**src/rtl/mpa_pkg.sv**
```systemverilog
package mpa_pkg;
  typedef enum logic [1:0] {
    CMD_READ  = 2'd0,
    CMD_WRITE = 2'd1
  } mpa_cmd_e;

  // isolate the lowest set bit of a mask
  function automatic logic [31:0] lowest_one(input logic [31:0] m);
    return m & (~m + 32'd1);
  endfunction

  // number of set bits in a mask
  function automatic logic [5:0] pop_count(input logic [31:0] m);
    logic [5:0] n;
    n = '0;
    for (int i = 0; i < 32; i++) n = n + {5'd0, m[i]};
    return n;
  endfunction
endpackage

```
**src/rtl/mpa_req_mux.sv**
```systemverilog
module mpa_req_mux #(
  parameter int REQ_W = 141
) (
  input  logic             acc_valid,
  input  logic [REQ_W-1:0] acc_bits,
  input  logic             host_valid,
  input  logic [REQ_W-1:0] host_bits,
  input  logic             acc_room,
  input  logic             mem_ready,
  output logic             mem_valid,
  output logic [REQ_W-1:0] mem_bits,
  output logic             acc_ready,
  output logic             host_ready,
  output logic             acc_take
);
  // the accelerator owns the port whenever it is valid
  assign mem_valid  = acc_valid ? acc_room : host_valid;
  assign mem_bits   = acc_valid ? acc_bits : host_bits;
  assign acc_ready  = mem_ready & acc_room;
  assign host_ready = mem_ready & ~acc_valid;
  assign acc_take   = acc_valid & acc_ready;
endmodule

```
**src/rtl/mpa_tag_table.sv**
```systemverilog
module mpa_tag_table
  import mpa_pkg::*;
#(
  parameter int SLOTS = 8,
  parameter int TAG_W = 9,
  localparam int CNT_W = $clog2(SLOTS + 1)
) (
  input  logic             clk,
  input  logic             rst_n,
  input  logic             alloc_en,
  input  logic [TAG_W-1:0] alloc_tag,
  input  logic [TAG_W-1:0] lookup_tag,
  input  logic             retire_en,
  output logic             hit,
  output logic             full,
  output logic             any_live,
  output logic [CNT_W-1:0] live_count
);
  logic [SLOTS-1:0] live;
  logic [SLOTS-1:0] match;
  logic [SLOTS-1:0] alloc_oh;
  logic [SLOTS-1:0] retire_oh;
  logic [31:0]      free_low;
  logic [31:0]      match_low;
  logic [5:0]       pop;
  logic [TAG_W-1:0] tags [SLOTS];

  for (genvar i = 0; i < SLOTS; i++) begin : g_slot
    assign match[i] = live[i] && (tags[i] == lookup_tag);
    always_ff @(posedge clk) begin
      if (!rst_n)                     tags[i] <= '0;
      else if (alloc_en && alloc_oh[i]) tags[i] <= alloc_tag;
    end
  end

  assign free_low   = lowest_one(32'(~live));
  assign match_low  = lowest_one(32'(match));
  assign alloc_oh   = free_low[SLOTS-1:0];
  assign retire_oh  = match_low[SLOTS-1:0];
  assign pop        = pop_count(32'(live));
  assign live_count = pop[CNT_W-1:0];
  assign hit        = |match;
  assign full       = &live;
  assign any_live   = |live;

  always_ff @(posedge clk) begin
    if (!rst_n) live <= '0;
    else live <= (live & ~(retire_en ? retire_oh : '0)) | (alloc_en ? alloc_oh : '0);
  end
endmodule

```
**src/rtl/mpa_rsp_router.sv**
```systemverilog
module mpa_rsp_router (
  input  logic mem_valid,
  input  logic hit,
  input  logic acc_ready,
  input  logic host_ready,
  output logic acc_valid,
  output logic host_valid,
  output logic mem_ready,
  output logic retire
);
  assign acc_valid  = mem_valid & hit;
  assign host_valid = mem_valid & ~hit;
  assign mem_ready  = hit ? acc_ready : host_ready;
  assign retire     = acc_valid & acc_ready;
endmodule

```
**src/rtl/mem_port_arb.sv**
```systemverilog
module mem_port_arb #(
  parameter int CMD_W  = 2,
  parameter int TYPE_W = 2,
  parameter int TAG_W  = 9,
  parameter int ADDR_W = 64,
  parameter int DATA_W = 64,
  parameter int SLOTS  = 8
) (
  input  logic              clk,
  input  logic              rst_n,
  input  logic              acc_req_valid,
  output logic              acc_req_ready,
  input  logic [CMD_W-1:0]  acc_req_cmd,
  input  logic [TYPE_W-1:0] acc_req_mtype,
  input  logic [TAG_W-1:0]  acc_req_tag,
  input  logic [ADDR_W-1:0] acc_req_addr,
  input  logic [DATA_W-1:0] acc_req_data,
  input  logic              host_req_valid,
  output logic              host_req_ready,
  input  logic [CMD_W-1:0]  host_req_cmd,
  input  logic [TYPE_W-1:0] host_req_mtype,
  input  logic [TAG_W-1:0]  host_req_tag,
  input  logic [ADDR_W-1:0] host_req_addr,
  input  logic [DATA_W-1:0] host_req_data,
  output logic              mem_req_valid,
  input  logic              mem_req_ready,
  output logic [CMD_W-1:0]  mem_req_cmd,
  output logic [TYPE_W-1:0] mem_req_mtype,
  output logic [TAG_W-1:0]  mem_req_tag,
  output logic [ADDR_W-1:0] mem_req_addr,
  output logic [DATA_W-1:0] mem_req_data,
  input  logic              mem_rsp_valid,
  output logic              mem_rsp_ready,
  input  logic [CMD_W-1:0]  mem_rsp_cmd,
  input  logic [TAG_W-1:0]  mem_rsp_tag,
  input  logic [TYPE_W-1:0] mem_rsp_mtype,
  input  logic [DATA_W-1:0] mem_rsp_data,
  output logic              acc_rsp_valid,
  input  logic              acc_rsp_ready,
  output logic              host_rsp_valid,
  input  logic              host_rsp_ready,
  output logic [CMD_W-1:0]  rsp_cmd,
  output logic [TAG_W-1:0]  rsp_tag,
  output logic [TYPE_W-1:0] rsp_mtype,
  output logic [DATA_W-1:0] rsp_data,
  output logic              acc_busy
);
  localparam int REQ_W = CMD_W + TYPE_W + TAG_W + ADDR_W + DATA_W;
  localparam int CNT_W = $clog2(SLOTS + 1);

  // named internal events, observed by the bound checker
  logic             acc_take;
  logic             rsp_hit;
  logic             rsp_retire;
  logic             tbl_full;
  logic             tbl_any;
  logic [CNT_W-1:0] live_count;
  logic [REQ_W-1:0] acc_bits, host_bits, mem_bits;

  assign acc_bits  = {acc_req_cmd, acc_req_mtype, acc_req_tag, acc_req_addr, acc_req_data};
  assign host_bits = {host_req_cmd, host_req_mtype, host_req_tag, host_req_addr, host_req_data};
  assign {mem_req_cmd, mem_req_mtype, mem_req_tag, mem_req_addr, mem_req_data} = mem_bits;

  mpa_req_mux #(.REQ_W(REQ_W)) u_req_mux (
    .acc_valid  (acc_req_valid),
    .acc_bits   (acc_bits),
    .host_valid (host_req_valid),
    .host_bits  (host_bits),
    .acc_room   (~tbl_full),
    .mem_ready  (mem_req_ready),
    .mem_valid  (mem_req_valid),
    .mem_bits   (mem_bits),
    .acc_ready  (acc_req_ready),
    .host_ready (host_req_ready),
    .acc_take   (acc_take)
  );

  mpa_tag_table #(.SLOTS(SLOTS), .TAG_W(TAG_W)) u_table (
    .clk        (clk),
    .rst_n      (rst_n),
    .alloc_en   (acc_take),
    .alloc_tag  (acc_req_tag),
    .lookup_tag (mem_rsp_tag),
    .retire_en  (rsp_retire),
    .hit        (rsp_hit),
    .full       (tbl_full),
    .any_live   (tbl_any),
    .live_count (live_count)
  );

  mpa_rsp_router u_router (
    .mem_valid  (mem_rsp_valid),
    .hit        (rsp_hit),
    .acc_ready  (acc_rsp_ready),
    .host_ready (host_rsp_ready),
    .acc_valid  (acc_rsp_valid),
    .host_valid (host_rsp_valid),
    .mem_ready  (mem_rsp_ready),
    .retire     (rsp_retire)
  );

  assign rsp_cmd   = mem_rsp_cmd;
  assign rsp_tag   = mem_rsp_tag;
  assign rsp_mtype = mem_rsp_mtype;
  assign rsp_data  = mem_rsp_data;

  assign acc_busy = tbl_any | acc_take;
endmodule

```
**config.mk**
```make
export PLATFORM = sky130hd
export DESIGN_NAME = mem_port_arb
export DESIGN_NICKNAME = d
export VERILOG_FILES = /design/src/rtl/mpa_pkg.sv /design/src/rtl/mpa_req_mux.sv /design/src/rtl/mpa_tag_table.sv /design/src/rtl/mpa_rsp_router.sv /design/src/rtl/mem_port_arb.sv
export SDC_FILE = /design/constraint.sdc
export NUM_CORES = 1
export LEC_CHECK = 0
export BUFFER_PORTS_ARGS = -buffer_cell sky130_fd_sc_hd__buf_2
export CAP_MARGIN = 20
export CORE_AREA = 4 4 230 232
export CTS_CLUSTER_SIZE = 30
export DETAILED_ROUTE_END_ITERATION = 7
export DIE_AREA = 0 0 234 236
export SYNTH_ARGS = -nofsm -noshare
export SYNTH_HDL_FRONTEND = slang
export SYNTH_HIERARCHICAL = 1
export SYNTH_SLANG_ARGS = --single-unit
```
**constraint.sdc**
```tcl
create_clock -name clk -period 4.15 [get_ports clk]
set_clock_uncertainty 0.2 [all_clocks]
set_input_delay 0 -clock clk [delete_from_list [all_inputs] [get_ports clk]]
set_output_delay 0 -clock clk [all_outputs]
set_load 0.02 [all_outputs]
```
# After elaboration in Yosys (flattened, before gate mapping)
# Memories as Yosys holds them, arrays and structs flattened.
# Index checks and enable logic that the tools add are counted.
# Widths: inputs -> output; s select.
dict set report op_classes {
  addsub 2
  n_eq_ne 8
  muxes 38
  n_bitwise 26
  n_reduce_logical 19
}
# op count
set ops {}
lappend ops {{$mux 141} 1}
lappend ops {{$eq 9x9->1} 8}
lappend ops {{$mux 9} 8}
lappend ops {{$not 8->8} 4}
lappend ops {{$mux 1} 27}
lappend ops {{$and 8x8->8} 3}
lappend ops {{$add 8x1->8 const B} 2}
lappend ops {{$logic_and 1x1->1} 16}
lappend ops {{$mux 8} 2}
lappend ops {{$reduce_or 8->1} 2}
lappend ops {{$or 1x1->1} 9}
lappend ops {{$or 8x8->8} 1}
lappend ops {{$reduce_and 8->1} 1}
lappend ops {{$and 1x1->1} 6}
lappend ops {{$not 1->1} 3}
dict set report totals {
  ff_bits 8
  ram_bits 72
  input_bits 367
  output_inout_bits 225
  elab_cells 95
  n_memories 1
}
# memory depth width read_ports rd_clocked_by_memory_dff wr line_no
set memory_table {}
lappend memory_table {u_table.tags 8 9 8 0 8 mpa_tag_table.sv:26} ;# logic [TAG_W-1:0] tags [SLOTS];

# Longest topological paths before layout
dict set report logic_depth {
  word_depth 9
  depth_mapped 12
  ltp_nobuf 11
}

# Hierarchy
# The synthesis kept the hierarchy.
# module n_inst cells_per_inst area_each_um2 seq_area_each_um2
set modules_own_cells {}
lappend modules_own_cells {mpa_tag_table 1 353 4302.9 2322.2}
lappend modules_own_cells {mpa_req_mux 1 161 1965.6 0.0}
lappend modules_own_cells {mem_port_arb 1 79 588.1 0.0}
lappend modules_own_cells {mpa_rsp_router 1 4 38.8 0.0}

# Least setup slack after synthesis
# No wires, ideal clock.
dict set report synth_path {
  path_kind {register to register}
  startpoint {register u_table.live[0]}
  endpoint {memory u_table.tags[5][1], in the netlist u_table/tags[1][10] (enable)}
  t_arrival_ps 2054
  t_required_ps 3563
  path_slack_ps 1509
  path_stages_with_launch 9
  period_less_slack_ps 2641
  path_cell_list {dfxtp_1 -> ha_1 -> nand3_1 -> nor3_1 -> inv_1 -> and3_1 -> clkbuf_1 -> nand4_1 -> o21ai_0}
}
# item line_no
set synth_rtl {}
lappend synth_rtl {{start: declaration} mpa_tag_table.sv:19} ;# logic [SLOTS-1:0] live;
lappend synth_rtl {{start signal: assignment} mpa_tag_table.sv:48} ;# else live <= (live & ~(retire_en ? retire_oh : '0)) | (alloc_en ? alloc_oh : '0);
lappend synth_rtl {{end: declaration} mpa_tag_table.sv:26}

==> flow_summary.json <==
{
  "outcome": "finished with violations",
  "violations": "negative hold slack",
  "power_density_mw_per_mm2": 271,
  "firstDrtPassIters": 5,
  "die_h_um": 236,
  "peakVddDrop_uv": 196,
  "p_seq_share_pct": 33.9,
  "vias_per_cell": 3.79,
  "portBuffers": 455,
  "worstPathCellList": "xor2_1 > nor4_1 > nand4_1 > nand2_1 > nor4_1 > o31ai_1 > and3_2 > inv_1 > nor4_1 > nand4bb_1 > a31o_2",
  "cts_root_buf": "clkbuf_16",
  "crit_path_start_kind": "flip-flop",
  "crit_path_max_fanout": 7,
  "met1_usage_pct": 20.9,
  "cts_buffers": 9,
  "endpoint_kind": "flip-flop",
  "rrSetupSlack_ps": 1110,
  "synth_cells": 583,
  "die_area_sq_mm": 0.0552,
  "critical_path.most_common_cell": "nor4_1",
  "via_count": 6453,
  "gp_congestion": 1.03,
  "final_core_util_pct": 19.8,
  "cts.repair.resized": 0,
  "drt_iter0_drc": 392,
  "power_frac_comb_pct": 35.9,
  "layout.nets": 1380,
  "cp_data_required_time_ps": 4180,
  "overflow": 0,
  "max_slew_margin_pct": 46.8,
  "top_usage_layer": "met2",
  "maxSlewViolCount": 0,
  "reg2reg_to": "u_table/live[7]$_SDFF_PN0_",
  "power.leakage_uw": 0.00460,
  "p_clk_share_pct": 30.2,
  "cts_max_level": 3,
  "grt_max_degree": 114,
  "fmax_mhz": 329,
  "cap_violations": 0,
  "use_met3_pct": 4.44,
  "cpPeakStageDelay_ps": 380,
  "grt_pass1_vias": 6317,
  "die_w_um": 234,
  "drc": 0,
  "yosys_warnings": 6,
  "whs_ps": -4.12,
  "fin_crit_ps": 3040,
  "p_switching_uw": 903,
  "final_hold_viol_count": 2,
  "layout-drive-gt1-share_pct": 61.8,
  "clkTransAtPathRegs_ps": 60,
  "antenna_found_initial": 41,
  "grt_pass1_wl_um": 59400,
  "intPower_uw": 1840,
  "clock_latency_ps": 340,
  "wl_per_cell_um": 27.6,
  "num_rows": 83,
  "fin_ws_ps": 1110,
  "r2r-start": "u_table/tags[0][16]$_SDFFCE_PN0P_",
  "min-delay-start": "acc_req_tag[1]",
  "hpwlAfterDp_um": 40100,
  "cpMaxStageDelayCell": "edfxtp_1",
  "cp.arrival_ps": 3070,
  "period_share_pct": 73.3,
  "hold_path_depth": 2,
  "syn_to_final_growth_pct": 49.8,
  "routed_wl_um": 46900,
  "hold_class": "in2reg",
  "clk_path_buf_depth": 2,
  "avgSynthCellArea_sq_um": 11.6,
  "nFillCells": 5603,
  "netlist_area_sq_mm": 0.00674,
  "synth_nets": 953,
  "use_met2_pct": 26.0,
  "grt_usage_pct": 16.0,
  "criticalPathCategory": "reg2reg",
  "rsz0062_at_grt": "no",
  "coreArea_sq_mm": 0.0510,
  "ios": 592,
  "fin_tns_setup_ps": 0,
  "clock_sinks": 80,
  "cts_tree": "done",
  "pre_cts_ws_ps": 1160,
  "ant_nets": 0,
  "reg2reg_depth": 11,
  "worstMarginPinSlew_ps": 798,
  "whs_endpoint": "u_table/tags[0][10]$_SDFFCE_PN0P_",
  "netSwitchingFraction_pct": 32.9,
  "initial_core_util_pct": 13.2,
  "setup_viol_count_final": 0
}
## area by class of cell
type	count	area, sq um	area share [%]
Antenna cell	7	17.5	0.173
Sequential cell	80	2320	23.0
Multi-Input combinational cell	380	3510	34.8
Clock inverter	2	35.0	0.347
Clock buffer	14	284	2.81
Inverter	10	51.3	0.508
Tap cell	680	851	8.43
Timing Repair Buffer	529	3030	30.0
## how the worst max path moves through the flow
stage,startpoint,to,cells past startpoint
final,u_table/tags[0][16]$_SDFFCE_PN0P_,u_table/live[7]$_SDFF_PN0_,11
after global routing,u_table/tags[1][4]$_SDFFCE_PN0P_,u_table/live[7]$_SDFF_PN0_,11
after CTS,u_table/tags[1][0]$_SDFFCE_PN0P_,u_table/live[7]$_SDFF_PN0_,11
after detailed placement,u_table/tags[0][16]$_SDFFCE_PN0P_,u_table/live[7]$_SDFF_PN0_,11
after global placement,u_table/tags[1][0]$_SDFFCE_PN0P_,u_table/live[7]$_SDFF_PN0_,11
after floorplan,u_table/live[0]$_SDFF_PN0_,u_table/tags[1][10]$_SDFFCE_PN0P_,8
## cell usage in the layout (no fill, tap or decap), types with 2 or more instances in the layout
master           n
nor3_1           5
buf_4            4
and2_1          64
a21oi_1          2
and3_1          17
o21ai_0          5
xnor2_1         37
clkbuf_8         5
xor2_1          35
buf_2          454
ha_1             3
nand4_1         13
nor2_1           5
edfxtp_1        72
nand2_1         14
clkbuf_16        9
mux2_4          59
nand2b_1         3
inv_1            8
dlygate4sd3_1   69
dfxtp_1          8
a31o_1           2
nor4_1          12
diode_2          7
mux2_2          84
## metal layers
layer / up-vias / part of all wire, % / wire length [um]
li1: 2832 / - / -
met3: 79 / 8.1 / 3790
met5: - / 0.32 / 150
met4: 22 / 2.5 / 1170
met2: 403 / 47 / 22200
met1: 3117 / 42 / 19600
## flip-flops by register name (all words and copies together) (netlist names)
signal        count
u_table/live      8
u_table/tags     72
## power groups by stage
stage	clock network, uW	logic, uW	registers (uW)
after floorplan	0	548	941
after global placement	0	870	946
after detailed placement	0	875	947
after CTS	844	994	930
after global routing	878	1030	933
final	827	985	930
## worst max-delay path, delay by kind of cell (launching register included)
| kind | cells | cell delay (ps) |
|---|---|---|
| XOR/XNOR | 1 | 160 |
| AO/OA/AOI/OAI | 2 | 420 |
| flip-flops | 1 | 380 |
| buffers and inverters | 1 | 130 |
| AND/OR/NAND/NOR | 7 | 1640 |
## through the flow
stage               std cells  total power [uW]  area (sq um)  hold slack, ps
finish                   1702              2740         10100           -4.12
CTS                      1695              2770         10100            8.58
floorplan                 583              1490          6740           -87.4
global placement         1610              1820          9070            -200
global route             1698              2840         10100           0.528
detailed placement       1610              1820          9070            -200
## what timing repair did
action	in CTS	in global routing
setup buffers	0	0
hold buffers	69	0
endpoints found under the hold margin	72	0
Power figures use the tool's default switching activity.
